File: src/rtl/tmr8_pkg.sv
package tmr8_pkg;
  typedef enum logic [2:0] {
    A_CTRL = 3'd0, A_STAT = 3'd1, A_CAP1 = 3'd2, A_CAP2 = 3'd3,
    A_CMP1 = 3'd4, A_CMP2 = 3'd5, A_CNT  = 3'd6, A_NONE = 3'd7
  } reg_addr_e;

  localparam int FLAG_N = 5;
  // flag vector index == status bit - 3
  localparam int F_OCF2 = 0;
  localparam int F_ICF2 = 1;
  localparam int F_TOF  = 2;
  localparam int F_OCF1 = 3;
  localparam int F_ICF1 = 4;
endpackage

File: src/rtl/tmr8_prescaler.sv
module tmr8_prescaler #(
  parameter int SLOW_DIV = 8000
) (
  input  logic       clk_i,
  input  logic       rst_ni,
  input  logic       run_i,
  input  logic [1:0] sel_i,
  input  logic       cpu_en_i,
  input  logic       osc_tick_i,
  output logic       tick_o
);
  localparam int PW = $clog2(SLOW_DIV + 1);

  logic [PW-1:0] pre_q, lim_m1;
  logic          active;

  always_comb begin
    unique case (sel_i)
      2'd0:    lim_m1 = PW'(3);
      2'd1:    lim_m1 = PW'(1);
      2'd2:    lim_m1 = PW'(7);
      default: lim_m1 = PW'(SLOW_DIV - 1);
    endcase
  end

  assign active = run_i & ((sel_i == 2'd3) ? osc_tick_i : cpu_en_i);
  // >= so a rate change to a shorter limit recovers at once
  assign tick_o = active && (pre_q >= lim_m1);

  always_ff @(posedge clk_i or negedge rst_ni) begin
    if (!rst_ni)     pre_q <= '0;
    else if (tick_o) pre_q <= '0;
    else if (active) pre_q <= pre_q + PW'(1);
  end
endmodule

File: src/rtl/tmr8_capture.sv
module tmr8_capture #(
  parameter int W    = 8,
  parameter int SYNC = 2
) (
  input  logic         clk_i,
  input  logic         rst_ni,
  input  logic         pin_i,
  input  logic         rise_i,
  input  logic         en_i,
  input  logic [W-1:0] cnt_i,
  output logic         evt_o,
  output logic [W-1:0] cap_o
);
  logic [SYNC-1:0] sync_q;
  logic            prev_q, pin_s;

  assign pin_s = sync_q[SYNC-1];
  assign evt_o = en_i & (rise_i ? (pin_s & ~prev_q) : (~pin_s & prev_q));

  always_ff @(posedge clk_i or negedge rst_ni) begin
    if (!rst_ni) begin
      sync_q <= '0;
      prev_q <= 1'b0;
      cap_o  <= '0;
    end else begin
      sync_q <= {sync_q[SYNC-2:0], pin_i};
      prev_q <= pin_s;
      if (evt_o) cap_o <= cnt_i;
    end
  end

  assert_capture_value_R8: assert property (@(posedge clk_i) disable iff (!rst_ni)
    evt_o |=> cap_o == $past(cnt_i));
endmodule

File: src/rtl/tmr8_flags.sv
module tmr8_flags #(
  parameter int N = 5
) (
  input  logic         clk_i,
  input  logic         rst_ni,
  input  logic [N-1:0] set_i,
  input  logic [N-1:0] acc_i,
  input  logic         stat_rd_i,
  output logic [N-1:0] flag_o
);
  logic [N-1:0] arm_q;

  for (genvar i = 0; i < N; i++) begin : g_flag
    always_ff @(posedge clk_i or negedge rst_ni) begin
      if (!rst_ni) begin
        flag_o[i] <= 1'b0;
        arm_q[i]  <= 1'b0;
      end else begin
        // set has priority over a same-cycle clear
        flag_o[i] <= set_i[i] | (flag_o[i] & ~(acc_i[i] & arm_q[i]));
        if (stat_rd_i)     arm_q[i] <= flag_o[i];
        else if (acc_i[i]) arm_q[i] <= 1'b0;
      end
    end

    assert_flag_clear_R4: assert property (@(posedge clk_i) disable iff (!rst_ni)
      $fell(flag_o[i]) |-> $past(acc_i[i] && arm_q[i] && !set_i[i]));
  end
endmodule

File: src/rtl/cc_timer8.sv
module cc_timer8 #(
  parameter int CNT_W       = 8,
  parameter int SLOW_DIV    = 8000,
  parameter int SYNC_STAGES = 2
) (
  input  logic             clk_i,
  input  logic             rst_ni,
  input  logic [2:0]       addr_i,
  input  logic             rd_i,
  input  logic             wr_i,
  input  logic [CNT_W-1:0] wdata_i,
  output logic [CNT_W-1:0] rdata_o,
  input  logic             cap1_i,
  input  logic             cap2_i,
  input  logic             cpu_en_i,
  input  logic             osc_tick_i,
  output logic             cmp_o
);
  import tmr8_pkg::*;

  localparam int PAD = CNT_W - 6;

  reg_addr_e          addr;
  logic               edge1_q, edge2_q, pwm_en_q, off_q;
  logic [1:0]         sel_q;
  logic [CNT_W-1:0]   cmp1_q, cmp2_q, cnt_q, cnt_nxt, cap1, cap2;
  logic               tick, reload, cap1_evt, cap2_evt, acc, stat_rd;
  logic [FLAG_N-1:0]  set_v, acc_v, flags;

  assign addr    = reg_addr_e'(addr_i);
  assign acc     = rd_i | wr_i;
  assign stat_rd = rd_i && (addr == A_STAT);

  always_comb begin
    acc_v         = '0;
    acc_v[F_ICF1] = acc && (addr == A_CAP1);
    acc_v[F_OCF1] = acc && (addr == A_CMP1);
    acc_v[F_TOF]  = acc && (addr == A_CNT);
    acc_v[F_ICF2] = acc && (addr == A_CAP2);
    acc_v[F_OCF2] = acc && (addr == A_CMP2);
  end

  always_ff @(posedge clk_i or negedge rst_ni) begin
    if (!rst_ni) begin
      edge1_q <= 1'b0; edge2_q <= 1'b0; pwm_en_q <= 1'b0; sel_q <= '0;
      off_q   <= 1'b0; cmp1_q  <= '0;   cmp2_q   <= '0;
    end else if (wr_i) begin
      unique case (addr)
        A_CTRL: begin
          edge1_q  <= wdata_i[5];
          pwm_en_q <= wdata_i[4];
          sel_q    <= wdata_i[3:2];
          edge2_q  <= wdata_i[1];
        end
        A_STAT:  off_q  <= wdata_i[2];
        A_CMP1:  cmp1_q <= wdata_i;
        A_CMP2:  cmp2_q <= wdata_i;
        default: ;
      endcase
    end
  end

  tmr8_prescaler #(.SLOW_DIV(SLOW_DIV)) u_pre (
    .clk_i, .rst_ni, .run_i(!off_q), .sel_i(sel_q),
    .cpu_en_i, .osc_tick_i, .tick_o(tick)
  );

  assign reload  = pwm_en_q && (cnt_q == cmp2_q);
  assign cnt_nxt = reload ? '0 : cnt_q + CNT_W'(1);

  always_ff @(posedge clk_i or negedge rst_ni) begin
    if (!rst_ni) begin
      cnt_q <= '0;
      cmp_o <= 1'b0;
    end else begin
      if (tick) cnt_q <= cnt_nxt;
      if (!pwm_en_q)                   cmp_o <= 1'b0;
      else if (tick && cnt_nxt == cmp1_q) cmp_o <= 1'b0;
      else if (tick && reload)         cmp_o <= 1'b1;
    end
  end

  tmr8_capture #(.W(CNT_W), .SYNC(SYNC_STAGES)) u_cap1 (
    .clk_i, .rst_ni, .pin_i(cap1_i), .rise_i(edge1_q), .en_i(!pwm_en_q),
    .cnt_i(cnt_q), .evt_o(cap1_evt), .cap_o(cap1)
  );

  tmr8_capture #(.W(CNT_W), .SYNC(SYNC_STAGES)) u_cap2 (
    .clk_i, .rst_ni, .pin_i(cap2_i), .rise_i(edge2_q), .en_i(1'b1),
    .cnt_i(cnt_q), .evt_o(cap2_evt), .cap_o(cap2)
  );

  always_comb begin
    set_v         = '0;
    set_v[F_TOF]  = tick && (cnt_q == '1);
    set_v[F_OCF1] = tick && (cnt_nxt == cmp1_q);
    set_v[F_OCF2] = tick && (cnt_nxt == cmp2_q) && !pwm_en_q;
    set_v[F_ICF1] = pwm_en_q ? (tick && reload) : cap1_evt;
    set_v[F_ICF2] = cap2_evt;
  end

  tmr8_flags #(.N(FLAG_N)) u_flags (
    .clk_i, .rst_ni, .set_i(set_v), .acc_i(acc_v), .stat_rd_i(stat_rd), .flag_o(flags)
  );

  always_comb begin
    unique case (addr)
      A_CTRL:  rdata_o = {{PAD{1'b0}}, edge1_q, pwm_en_q, sel_q, edge2_q, 1'b0};
      A_STAT:  rdata_o = {flags, off_q, {PAD{1'b0}}};
      A_CAP1:  rdata_o = cap1;
      A_CAP2:  rdata_o = cap2;
      A_CMP1:  rdata_o = cmp1_q;
      A_CMP2:  rdata_o = cmp2_q;
      A_CNT:   rdata_o = cnt_q;
      default: rdata_o = '0;
    endcase
  end

  assert_hold_off_R6: assert property (@(posedge clk_i) disable iff (!rst_ni)
    off_q |=> $stable(cnt_q));

  assert_pwm_reload_R9: assert property (@(posedge clk_i) disable iff (!rst_ni)
    (pwm_en_q && tick && cnt_q == cmp2_q) |=> (cnt_q == '0));

  assert_wrap_tof_R3: assert property (@(posedge clk_i) disable iff (!rst_ni)
    (tick && cnt_q == '1) |=> flags[F_TOF]);

  assert_no_cap1_in_pwm_R10: assert property (@(posedge clk_i) disable iff (!rst_ni)
    (pwm_en_q && $stable(pwm_en_q)) |-> !cap1_evt);
endmodule

File: config.mk
export PLATFORM = sky130hd
export DESIGN_NAME = cc_timer8
export DESIGN_NICKNAME = d
export VERILOG_FILES = /design/src/rtl/tmr8_pkg.sv /design/src/rtl/tmr8_prescaler.sv /design/src/rtl/tmr8_capture.sv /design/src/rtl/tmr8_flags.sv /design/src/rtl/cc_timer8.sv
export SDC_FILE = /design/constraint.sdc
export NUM_CORES = 1
export LEC_CHECK = 0
export BUFFER_PORTS_ARGS = -buffer_cell sky130_fd_sc_hd__buf_2
export CAP_MARGIN = 0
export CORE_MARGIN = 2
export CORE_UTILIZATION = 60
export CTS_CLUSTER_DIAMETER = 60
export DETAILED_ROUTE_END_ITERATION = 7
export GPL_ROUTABILITY_DRIVEN = 0
export GPL_TIMING_DRIVEN = 0
export PLACE_DENSITY = 0.78
export SLEW_MARGIN = 20
export SYNTH_ARGS = -nofsm -noshare
export SYNTH_HDL_FRONTEND = slang
export SYNTH_SLANG_ARGS = --single-unit
File: constraint.sdc
create_clock -name clk_i -period 2.79 [get_ports clk_i]
set_clock_uncertainty 0.1 [all_clocks]
set_input_delay 0.4185 -clock clk_i [delete_from_list [all_inputs] [get_ports clk_i]]
set_output_delay 0.4185 -clock clk_i [all_outputs]
set_load 0.02 [all_outputs]
## Word level (Yosys, flattened, before mapping)

Index checks and enable logic that the tools add are counted.
Widths: inputs -> output; s select.

| cells by class | value |
|---|---|
| muxes and demuxes | 22 |
| bitwise gates (word level) | 31 |
| magnitude comparators | 1 |
| $add $sub $neg | 2 |
| eq/ne operators | 14 |
| reductions and logical operators | 27 |

Operators with widths:

| cell | number |
|---|---|
| $pmux 8 s7 | 1 |
| $pmux 13 s3 | 1 |
| $mux 13 | 2 |
| $eq 8x8->1 | 3 |
| $mux 1 | 17 |
| $and 1x1->1 | 16 |
| $add 13x1->13 const B | 1 |
| $ge 13x13->1 | 1 |
| $logic_and 1x1->1 | 13 |
| $reduce_bool 2->1 | 6 |
| $eq 3x3->1 const B | 3 |
| $not 1->1 | 9 |
| $add 8x1->8 const B | 1 |
| $eq 8x8->1 const B | 1 |
| $mux 8 | 1 |
| $reduce_and 2->1 | 4 |
| $eq 3x2->1 const B | 2 |
| $or 1x1->1 | 6 |
| $eq 2x2->1 const B | 2 |
| $eq 3x1->1 const B | 1 |
| $logic_not 3->1 | 1 |
| $ne 3x1->1 const B | 1 |
| $eq 2x1->1 const B | 1 |
| $logic_not 1->1 | 2 |
| $logic_not 2->1 | 1 |

| storage, ports and cells | value |
|---|---|
| bits in registers | 76 |
| logic and storage cells | 123 |

## Depth between registers and ports, before layout

Gate-level depths: netlist of the first run.

| depth | value |
|---|---|
| depth in word-level cells | 8 |
| mapped depth | 9 |
| depth with buffers taken out | 8 |

## Hierarchy

A second synthesis of the first run with hierarchy kept.

| second synthesis, totals | value |
|---|---|
| cell total of the unflattened synthesis | 564 |
| area, all modules | 5398.9 sq um |

Modules (own cells, without submodules):

| module | area an instance (sq um) | times used | cells an instance | sequential area each (sq um) |
|---|---|---|---|---|
| cc_timer8 | 2366.0 | 1 | 262 | 775.7 |
| tmr8_capture | 770.7 | 2 | 73 | 275.3 |
| tmr8_prescaler | 1098.6 | 1 | 121 | 325.3 |
| tmr8_flags | 392.9 | 1 | 35 | 250.2 |

## Worst setup path before layout of the first run

No wires, ideal clock.

| timing path | value |
|---|---|
| kind | register -> register |
| start point | register sel_q[1] |
| end point | register cnt_q[5] |
| setup time | 124 ps |
| path slack | 385 ps |
| stages on the path, launching flop included | 10 |
| required time | 2566 ps |
| arrival | 2181 ps |
| path buffers | 1 |
| cell sequence | dfrtp_1 nand2_1 ha_1 nand2_1 o21ai_0 o21ai_0 nor2_1 buf_2 nand2_1 o2bb2ai_1 |

| on the way | value |
|---|---|
| cells in the longest elaborated chain, start to end | 4 |
| elaborated cells between the ends (all ways) | 9 |

Ends and longest elaborated chain:

| item | RTL line | source |
|---|---|---|
| start, declared | cc_timer8.sv:25 | `logic [1:0] sel_q;` |
| start signal, assigned | cc_timer8.sv:52 | `sel_q <= wdata_i[3:2];` |
| $eq 2x2->1 (tied with other cells) | tmr8_prescaler.sv:18 | `unique case (sel_i)` |
| $pmux 13 s3 / $mux 1 (equally long branches) | tmr8_prescaler.sv:18, tmr8_prescaler.sv:26 |  |
| $ge 13x13->1 / $and 1x1->1 (equally long branches) | tmr8_prescaler.sv:28, tmr8_prescaler.sv:26 |  |
| $logic_and 1x1->1 * | tmr8_prescaler.sv:28 | `assign tick_o = active && (pre_q >= lim_m1);` |
| end signal, assigned | cc_timer8.sv:76 | `if (tick) cnt_q <= cnt_nxt;` |
| end, declared | cc_timer8.sv:26 | `logic [CNT_W-1:0] cmp1_q, cmp2_q, cnt_q, cnt_nxt, cap1, cap2;` |

Every way passes the cells marked *; elsewhere a longest branch is shown, timed or not.
A chain may end at the register's enable or synchronous reset.

## Worst setup path in the final report of the first run

| timing path | value |
|---|---|
| start point | input port addr_i[1] |
| end point | output port rdata_o[7] |

| on the way | value |
|---|---|
| cells in the longest elaborated chain, start to end | 2 |
| elaborated cells between the ends (all ways) | 8 |

Ends and longest elaborated chain:

| item | RTL line | source |
|---|---|---|
| start, declared | cc_timer8.sv:8 | `input logic [2:0] addr_i,` |
| $eq 3x3->1 (tied with other cells) | cc_timer8.sv:107 | `unique case (addr)` |
| $pmux 8 s7 * | cc_timer8.sv:107 |  |
| end, declared | cc_timer8.sv:12 | `output logic [CNT_W-1:0] rdata_o,` |

Marks and branches as above.

==> results of run 1 <==
==> worst max-delay path by stage <==
stage,startpoint,to,slack (ps),cells past startpoint
final,addr_i[1],rdata_o[7],100,7
after global routing,sel_q[0],u_flags.flag_o[3],10,8
after CTS,sel_q[0],cnt_q[5],50,9
after detailed placement,sel_q[0],cnt_q[5],-160,9
after global placement,sel_q[0],cnt_q[5],-70,9
after floorplan,sel_q[1],cnt_q[5],380,9
==> Yosys cell counts, drive strengths merged, types with 9 or more instances <==
cell type	n
o21ai	28
ha	12
xor2	10
xnor2	12
nand3	16
clkbuf	9
nor2	34
nor2b	11
nand2	38
buf	16
mux2	41
a21oi	32
dfrtp	76
mux2i	9
==> kinds of logic after synthesis <==
| logic type | count (synthesis) |
|---|---|
| flip-flops | 76 |
| XOR/XNOR | 23 |
| AND/OR/NAND/NOR | 142 |
| buffers and inverters | 31 |
| multiplexers | 51 |
| adder cells (fa/ha/maj) | 12 |
| AO/OA/AOI/OAI | 113 |
==> cells in the final DEF, fill, tap and decap left out, types with 6 or more instances in the layout <==
master,synthesis,final
sky130_fd_sc_hd__buf_2,11,34
sky130_fd_sc_hd__clkbuf_8,0,9
sky130_fd_sc_hd__mux2i_1,9,9
sky130_fd_sc_hd__dfrtp_1,76,76
sky130_fd_sc_hd__a21oi_1,31,31
sky130_fd_sc_hd__inv_1,6,6
sky130_fd_sc_hd__nor3b_1,6,6
sky130_fd_sc_hd__o21ai_0,28,27
sky130_fd_sc_hd__xnor2_1,12,12
sky130_fd_sc_hd__clkbuf_1,9,6
sky130_fd_sc_hd__xor2_1,10,10
sky130_fd_sc_hd__nor2_1,34,33
sky130_fd_sc_hd__nand4_1,6,6
sky130_fd_sc_hd__ha_1,12,12
sky130_fd_sc_hd__nand2_1,38,36
sky130_fd_sc_hd__nand3_1,15,15
sky130_fd_sc_hd__nor2b_1,11,11
sky130_fd_sc_hd__mux2_2,41,41
==> sequential cells by signal (all words and copies together) (netlist names), 2 cells and up <==
signal          count
u_flags.arm_q       5
u_pre.pre_q        13
cnt_q               8
cmp2_q              8
cmp1_q              8
u_cap1.sync_q       2
u_cap2.sync_q       2
u_flags.flag_o      5
sel_q               2
u_cap2.cap_o        8
u_cap1.cap_o        8
==> layout make-up <==
| cell class | count | area [sq um] |
|---|---|---|
| Sequential cell | 76 | 1900 |
| Timing Repair Buffer | 27 | 168 |
| Multi-Input combinational cell | 341 | 2460 |
| Fill cell | 565 | 2240 |
| Clock buffer | 9 | 124 |
| Inverter | 6 | 22.5 |
| Buffer | 24 | 125 |
| Clock inverter | 6 | 90.1 |
| Tap cell | 99 | 124 |
==> layer usage <==
layer / share of wire (%) / wire length (um) / vias up
met4: 2.2 / 246 / 0
li1: - / - / 1730
met3: 8.2 / 918 / 27
met5: 0 / 0 / -
met2: 45 / 5090 / 182
met1: 44 / 4960 / 1838
==> per-stage QoR <==
step,setup WS [ps],power [mW],TNS [ps],instance area [sq um],util (%)
2_1_floorplan,385,2.31,0,4490,-
3_3_place_gp,-70.5,2.58,-237,4730,65.3
3_5_place_dp,-158,2.63,-1090,4780,65.9
4_1_cts,46.8,3.57,0,5000,69.0
5_1_grt,14.2,3.79,0,5020,69.2
6_report,97.9,3.59,0,5020,69.2
==> what timing repair did <==
item,4_1_cts,5_1_grt
endpoints found under the hold margin,29,0
hold buffers,1,0
endpoints found under the setup margin,21,25
cloned,0,0
resized for setup,3,7
==> power by group through the flow <==
| stage | Clock [mW] | Sequential (mW) | Combinational (mW) |
|---|---|---|---|
| after detailed placement | 0 | 1.53 | 1.10 |
| after floorplan | 0 | 1.44 | 0.872 |
| after CTS | 0.943 | 1.51 | 1.12 |
| final | 0.932 | 1.52 | 1.14 |
| after global placement | 0 | 1.52 | 1.06 |
| after global routing | 0.993 | 1.54 | 1.26 |
==> reports/metrics.cfg, run 1 <==
[grt]
grt_start_max_net_pins = 48
grt.met1_usage_pct = 40.9
grt_usage_pct = 28.9
grt_pass1_wl_mm = 18.5
routing_usage_on_met3_pct = 6.09
grt_residual_overflow = 0
antenna_found_initial = 0
use_met2_pct = 43.7
grt_pass1_vias = 3655
busiest_layer = met2

[synth]
synth.avg_cell_area_sq_um = 10.0
synth-adder-area-share_pct = 3.34
synth-seq-area-share_pct = 42.4
yosysTopAreaCellShare_pct = 42.4
post_synth_num_cell_types = 61
combinational_family_with_the_most_area_after_synthesis = compound AO/OA/AOI/OAI gates
synth_edf_count = 0
synth-xor-area-share_pct = 4.79
postSynth.asyncResetShare_pct = 100
synth.cell_area_sq_um = 4490
top_cells_by_area_synth = sky130_fd_sc_hd__dfrtp_1 42%, sky130_fd_sc_hd__mux2_2 10%, sky130_fd_sc_hd__a21oi_1 3.5%, sky130_fd_sc_hd__ha_1 3.3%, sky130_fd_sc_hd__nand2_1 3.2%
synth_fp_nets = 479
synth_simple_gate_area_share_pct = 16.2
synth_compound_gate_area_share_pct = 17.2
ys_seq_elements = 76
netlist_instances = 448
synthMuxAreaShare_pct = 12.8
synth_top_area_cell = sky130_fd_sc_hd__dfrtp_1
synthesis.yosys.warnings = 0
synth_top_flop_cell = sky130_fd_sc_hd__dfrtp_1

[routing]
post-route-drc-count = 0
detail_route.iter0.violations = 376
finalWirelength_mm = 11.2
route.detailed.wl_per_inst_um = 19.1
detail_route.first_pass.iterations = 5
antenna_violating_nets_post_route = 0
via_per_inst = 6.42
via_count_of_the_routed_design = 3777

[clock_tree]
clk_path_buf_depth = 2
post_cts.repair.setup_buffers = 0
cts_inserted_buffers = 9
cts_htree_levels = 3
worst_skew_pair.late_latency_ps = 370
worst_setup_hold_path_clk_slew_ps = 80
cts_tree = done
cts-root-buf = sky130_fd_sc_hd__clkbuf_8
clock-sinks = 76

[timing]
setup_viol = 0
relSlewSlack_pct = 36.5
max_slew.worst_pin.slew_ps = 952
maximum_clock_rate_mhz = 371
finalMaxSlewViolations = 0
period_minus_slack_ps = 2690
hold_viol = 0
fin_crit_sh_pct = 96.5
worst_hold_slack_across_all_endpoints_ps = 54.1
grt_setup_unrepaired = false

[finish]
area.growth.synth_to_final_pct = 11.7
drive_above_1_share_pct = 23.3
final_cell_count_no_fill = 588
antennaDiodeCount = 0
finish.net_count = 516

[worst_setup_path]
critPathMaxStageDelay_ps = 600
crit_family = buffers and inverters
critical-path-slowest-cell = sky130_fd_sc_hd__nor2_1
cp-start-kind = primary input
r2r-end = u_flags.flag_o[3]
critPathCaptureType = primary output
cp.buffers_inverters = 4
crit_type = in2out
worstPathArrival_ps = 2170
timing.rr.start = sel_q[0]
worst-endpoint-required_ps = 2270
cp_common_cell = sky130_fd_sc_hd__buf_2
worstPathCellList = buf_2 > buf_2 > inv_1 > nor2_1 > a221oi_1 > a21oi_1 > buf_2
rrSetupSlack_ps = 140
worstPathMaxFanout = 10
reg2reg_depth = 8

[pwr]
net-switching-power_mw = 1.28
internal_power_mw = 2.31
peak_supply_drop_uv = 444
cellLeakagePower_nw = 2.22
power.combinational.fraction_pct = 31.8
pwr-share-clk_pct = 25.9
pwr_density_cell_nw_per_um2 = 715
sequentialPowerShare_pct = 42.3
swShare_pct = 35.8

[floorplan]
io-pin-count = 28
fp.coreArea_sq_um = 7250
fp.dieW_um = 90.5
core.rowCount = 31
die-area_sq_um = 8190
die-height_um = 90.5
start_util_pct = 61.9

[placed_design]
hpwlAfterDp_mm = 7.98
total_instance_count_after_detailed_placement = 573
portBuffers = 24

[min_path]
timing.hold.worst_path_depth = 1
holdPathEnd = u_cap2.sync_q[0]
holdCritPathClass = in2reg
hold_path.startpoint = cap2_i

[job]
cap_violations = 0

[status]
status = complete, no violations

(Power assumes the default switching activity.)
==> run 2: changes to the inputs <==
- SETUP_SLACK_MARGIN: unset -> 0.2
==> run 2 against run 1 <==
  * Final cell count grew 0.17%
  * Total power is essentially flat
  * Setup slack gained 210 ps
  * Worst hold slack gained 2.4 ps
  * Critical path depth grew 1
  * Flip-flop and latch count is the same
  * Via count shrank 0.24%
  * Global-route usage shrank 0.072 points
  * Final area grew 0.67%
  * Wire length grew 0.18%
  * Critical endpoint is now u_flags.flag_o[3]
  * Largest cell class unchanged
  * Core utilization grew 0.47 points
  * Largest power group unchanged
  * Non-clock buffer count grew 1
==> reports/metrics.cfg, run 2 (synthesis gave the netlist of run 1 again) <==
[status]
status = complete, no violations

[floorplan]
fp.coreArea_sq_um = 7250
io-pin-count = 28
die-height_um = 90.5
start_util_pct = 61.9
fp.dieW_um = 90.5
core.rowCount = 31
die-area_sq_um = 8190

[timing]
setup_viol = 0
max_slew.worst_pin.slew_ps = 955
hold_viol = 0
finalMaxSlewViolations = 0
grt_setup_unrepaired = true
final_critical_path_setup_slack_ps = 303
fin_crit_sh_pct = 89.1
worst_hold_slack_across_all_endpoints_ps = 56.5
relSlewSlack_pct = 36.3
maximum_clock_rate_mhz = 402
period_minus_slack_ps = 2490

[finish]
area.growth.synth_to_final_pct = 12.5
registers.top_by_ff_count = u_pre.pre_q
final_cell_count_no_fill = 589
postLayoutCoreUtil_pct = 69.6
finish.net_count = 517
filler_cell_count = 562
footprint_of_the_multi_input_gates_sq_um = 2480
final_cell_mix = 74 x sky130_fd_sc_hd__dfrtp_1, 41 x sky130_fd_sc_hd__mux2_2, 37 x sky130_fd_sc_hd__nand2_1
antennaDiodeCount = 0
largest_register_ffs = 13
drive_above_1_share_pct = 25.1
regArea_sq_um = 1900
mostFrequentLayoutCell = sky130_fd_sc_hd__dfrtp_1

[placed_design]
hpwlAfterDp_mm = 7.98
portBuffers = 24
dp_slack_ps = -158
total_instance_count_after_detailed_placement = 573

[job]
cap_violations = 0

[worst_setup_path]
rrSetupSlack_ps = 300
worstPathMaxFanout = 6
critPathCaptureType = register
worstPathArrival_ps = 2640
worst-endpoint-required_ps = 2940
cp-start-kind = register
crit_type = reg2reg

[routing]
route.detailed.wl_per_inst_um = 19.1
via_count_of_the_routed_design = 3768
detail_route.first_pass.iterations = 5
detail_route.iter0.violations = 339
antenna_violating_nets_post_route = 0
post-route-drc-count = 0
finalWirelength_mm = 11.2
via_per_inst = 6.40

[clock_tree]
worst_setup_hold_path_clk_slew_ps = 80
cts_htree_levels = 3
cts_tree = done
clk_path_buf_depth = 2
worst_skew_pair.late_latency_ps = 360
cts_inserted_buffers = 9
clock-sinks = 76
cts-root-buf = sky130_fd_sc_hd__clkbuf_8

[grt]
grt_residual_overflow = 0
grt_pass1_wl_mm = 18.5
grt_pass1_vias = 3657
grt_usage_pct = 28.8
routing_usage_on_met3_pct = 5.59
grt.met1_usage_pct = 40.9
use_met2_pct = 43.8
grt_start_max_net_pins = 48
busiest_layer = met2
antenna_found_initial = 0

[min_path]
holdCritPathClass = in2reg

[pwr]
peak_supply_drop_uv = 444
pwr_density_cell_nw_per_um2 = 711
cellLeakagePower_nw = 2.24

## run 2: cell count changes in the layout (fill, tap and decap cells not counted), sizes merged
| cell | change |
|---|---|
| buf | -2 |
| clkbuf | +3 |
## run 2: metrics by stage
stage          setup TNS [ps]  total power, mW  area, sq um
6_report                    0             3.59         5050
5_1_grt                     0             3.80         5050
4_1_cts                     0             3.58         5020
3_5_place_dp            -1090             2.63         4780
3_3_place_gp             -237             2.58         4730
2_1_floorplan               0             2.31         4490
## run 2: area by class of cell
class | instances | area share (%)
Timing Repair Buffer | 27 | 3.32
Sequential cell | 76 | 37.7
Tap cell | 99 | 2.45
Clock buffer | 9 | 2.45
Clock inverter | 6 | 1.78
Inverter | 6 | 0.446
Buffer | 25 | 2.75
Multi-Input combinational cell | 341 | 49.1
## run 2: metal layers
layer,up-vias,share of wire (%)
met3,32,8.8
met1,1817,43
met2,183,46
met4,0,2.1
met5,-,0
li1,1736,-
## run 2: path summary, 6_finish.rpt
| path | from | to | cells after the start |
|---|---|---|---|
| setup / recovery | sel_q[1] | u_flags.flag_o[3] | 8 |
| setup reg to reg | sel_q[1] | u_flags.flag_o[3] | 8 |
| max in group asynchronous | rst_ni | u_cap1.cap_o[1] | 3 |
| min in group asynchronous | rst_ni | u_pre.pre_q[12] | 2 |
| hold / removal | cap2_i | u_cap2.sync_q[0] | 1 |
| hold reg to reg | u_cap2.sync_q[0] | u_cap2.sync_q[1] | 0 |
## run 2: what timing repair did
item / CTS / global route
endpoints found under the setup margin: 29 / 31
hold endpoints to repair: 29 / 0
resized for setup: 8 / 18
hold buffers: 1 / 0
buffers inserted: 0 / 0
pin swaps: 0 / 2
## run 2: power by group
group | internal (mW) | total, mW | switching, mW
combinational | 0.530 | 1.15 | 0.618
clock | 0.500 | 0.928 | 0.428
sequential | 1.28 | 1.52 | 0.233
## run 2: worst max-delay path, cell delays in order, from the launching register on
cell                        delay (ps)
sky130_fd_sc_hd__dfrtp_2           430
sky130_fd_sc_hd__inv_1              70
sky130_fd_sc_hd__ha_1              310
sky130_fd_sc_hd__a21o_1            190
sky130_fd_sc_hd__a21o_1            210
sky130_fd_sc_hd__a2111oi_4         480
sky130_fd_sc_hd__nor2_2            130
sky130_fd_sc_hd__and4_1            210
sky130_fd_sc_hd__a32o_1            260
==> run 3: changes to the inputs <==
- ABC_AREA: unset -> 1
==> run 3 against run 2 <==
  * Synthesized cell count up 19%
  * Core utilization shrank 0.48 points
  * Count of clock-buffer cells in the layout increased by 1
  * Total power decreased by 3.8%
  * Die area decreased by 7.4%
  * Combinational power shrank 4%
  * Via count grew 2.5%
  * Critical path type is now in2out
==> reports/metrics.cfg, run 3 <==
[worst_setup_path]
cp-start-kind = primary input
worstPathMaxFanout = 8
reg2reg_depth = 12
critPathCaptureType = primary output
worstPathArrival_ps = 1890
worst-endpoint-required_ps = 2270
crit_type = in2out

[pwr]
sequentialPowerShare_pct = 44.0
swShare_pct = 38.2
net-switching-power_mw = 1.32
totalPowerFinal_mw = 3.46
pwr-share-clk_pct = 24.2
power.combinational.fraction_pct = 31.8
peak_supply_drop_uv = 365
internal_power_mw = 2.14
pwr_density_cell_nw_per_um2 = 744
cellLeakagePower_nw = 2.30

[floorplan]
start_util_pct = 61.6
fp.coreArea_sq_um = 6720
die-area_sq_um = 7580
die-height_um = 87.1
fp.dieW_um = 87.1
io-pin-count = 28
core.rowCount = 30

[timing]
final_critical_path_setup_slack_ps = 380
period_minus_slack_ps = 2410
max_slew.worst_pin.slew_ps = 764
setup_viol = 0
fin_crit_sh_pct = 86.4
maximum_clock_rate_mhz = 415
grt_setup_unrepaired = true
relSlewSlack_pct = 48.8
worst_hold_slack_across_all_endpoints_ps = 68.3
finalMaxSlewViolations = 0
setup-tns-final_ps = 0
hold_viol = 0

[synth]
post_synth_num_cell_types = 39
synth_edf_count = 0
synth.avg_cell_area_sq_um = 7.77
synth_common_cells = 135 x sky130_fd_sc_hd__nand2_1, 76 x sky130_fd_sc_hd__dfrtp_1, 71 x sky130_fd_sc_hd__inv_1
top_cells_by_area_synth = sky130_fd_sc_hd__dfrtp_1 46%, sky130_fd_sc_hd__nand2_1 12%, sky130_fd_sc_hd__o21ai_0 7.9%, sky130_fd_sc_hd__inv_1 6.4%, sky130_fd_sc_hd__nand3_1 4.2%
synth.cell_area_sq_um = 4140
yosysTopAreaCellShare_pct = 45.9
synth_most_common_cell = sky130_fd_sc_hd__nand2_1
synth_top_area_cell = sky130_fd_sc_hd__dfrtp_1
synth-seq-area-share_pct = 45.9
netlist_instances = 533
synth_top_flop_cell = sky130_fd_sc_hd__dfrtp_1
synth_fp_nets = 564
postSynth.asyncResetShare_pct = 100
synthesis.yosys.warnings = 0
ys_seq_elements = 76

[clock_tree]
cts-root-buf = sky130_fd_sc_hd__clkbuf_8
worst_skew_pair.late_latency_ps = 350
clk_path_buf_depth = 2
worst_setup_hold_path_clk_slew_ps = 80
cts_inserted_buffers = 9
clock-sinks = 76
cts_tree = done
cts_htree_levels = 3

[min_path]
timing.hold.worst_path_depth = 1
holdCritPathClass = in2reg

[routing]
via_count_of_the_routed_design = 3864
antenna_violating_nets_post_route = 0
detail_route.iter0.violations = 486
via_per_inst = 5.85
finalWirelength_mm = 11.0
post-route-drc-count = 0
route.detailed.wl_per_inst_um = 16.6
met1_length_mm = 4.88
maxUsedRoutingLayer = met4
wl_met2_mm = 4.93
detail_route.first_pass.iterations = 5
detailroute.wirelength.met3_um = 878

[finish]
drive_above_1_share_pct = 13.1
largest_register_ffs = 13
regArea_sq_um = 1900
area.growth.synth_to_final_pct = 12.2
registers.top_by_ff_count = u_pre.pre_q
finish.net_count = 607
final_cell_count_no_fill = 660
mostFrequentLayoutCell = sky130_fd_sc_hd__nand2_1
postLayoutCoreUtil_pct = 69.2
antennaDiodeCount = 0
footprint_of_the_multi_input_gates_sq_um = 1920
filler_cell_count = 564
stdcell_area_sq_um = 4650
final_cell_mix = 134 x sky130_fd_sc_hd__nand2_1, 75 x sky130_fd_sc_hd__dfrtp_1, 70 x sky130_fd_sc_hd__inv_1

[grt]
grt_start_max_net_pins = 56
grt_usage_pct = 31.5
antenna_found_initial = 0
grt_pass1_vias = 3650
grt_pass1_wl_mm = 17.9
grt_residual_overflow = 0

[placed_design]
total_instance_count_after_detailed_placement = 641
hpwlAfterDp_mm = 8.08
dp_slack_ps = 120
portBuffers = 27
dpl-instance-area_sq_um = 4410

[job]
cap_violations = 0

[status]
status = complete, no violations

==> run 3: changes by cell type after synthesis, moves of 5 or more <==
cell and delta:
sky130_fd_sc_hd__xnor2_1 -10, sky130_fd_sc_hd__o31ai_1 -5, sky130_fd_sc_hd__nor2b_1 -11, sky130_fd_sc_hd__nand3_1 +20
sky130_fd_sc_hd__mux2_2 -40, sky130_fd_sc_hd__a21o_1 -5, sky130_fd_sc_hd__a21oi_1 -8, sky130_fd_sc_hd__o21ai_0 +37
sky130_fd_sc_hd__inv_1 +65, sky130_fd_sc_hd__nand2_1 +97, sky130_fd_sc_hd__buf_2 -5, sky130_fd_sc_hd__mux2i_1 -9
sky130_fd_sc_hd__nor3b_1 -6
==> run 3: timing repair <==
item	in CTS	in global routing
resized for setup	2	3
hold endpoints to repair	21	0
hold buffers	1	0
setup buffers	0	3
endpoints found under the setup margin	3	8
==> run 3: worst max-delay path: stages <==
cell	delay [ps]
sky130_fd_sc_hd__buf_2	130
sky130_fd_sc_hd__inv_1	80
sky130_fd_sc_hd__nor2_1	60
sky130_fd_sc_hd__nand2_1	290
sky130_fd_sc_hd__inv_1	190
sky130_fd_sc_hd__a221oi_1	340
sky130_fd_sc_hd__o2111ai_1	190
sky130_fd_sc_hd__buf_2	200
==> run 3: routing by layer <==
layer	track usage, %	vias up
met4	13.5	0
li1	-	1851
met5	0	-
met1	45.3	1792
met3	5.40	28
met2	47.1	193
==> run 3: area by class of cell <==
type                            instances  area share, %
Buffer                                 12           1.29
Clock buffer                           10           2.96
Clock inverter                          5           1.13
Inverter                               73           5.98
Multi-Input combinational cell        372           41.3
Sequential cell                        76           41.0
Tap cell                               80           2.15
Timing Repair Buffer                   32           4.25
==> run 3: final timing paths <==
kind,startpoint,end,slack [ps]
worst max-delay path,addr_i[0],rdata_o[5],380
worst min-delay path,cap2_i,u_cap2.sync_q[0],70
worst max register to register,sel_q[0],u_flags.flag_o[0],390
worst min register to register,u_cap1.sync_q[0],u_cap1.sync_q[1],260
max in group asynchronous,rst_ni,sel_q[1],1620
min in group asynchronous,rst_ni,u_pre.pre_q[0],390
==> run 3: cells by family after synthesis <==
group	Yosys count	synth area share (%)
simple gates	231	24.0
fa+ha+maj	12	3.63
xor+xnor	8	1.69
flops	76	45.9
compound gates	120	16.4
buf+inv	85	8.07
mux	1	0.272
==> run 3: power groups by stage <==
stage / logic (mW) / registers, mW / clock network, mW
after detailed placement: 1.06 / 1.53 / 0
after global routing: 1.26 / 1.55 / 0.877
after global placement: 1.01 / 1.52 / 0
final: 1.10 / 1.52 / 0.835
after CTS: 1.07 / 1.51 / 0.834
after floorplan: 0.771 / 1.46 / 0
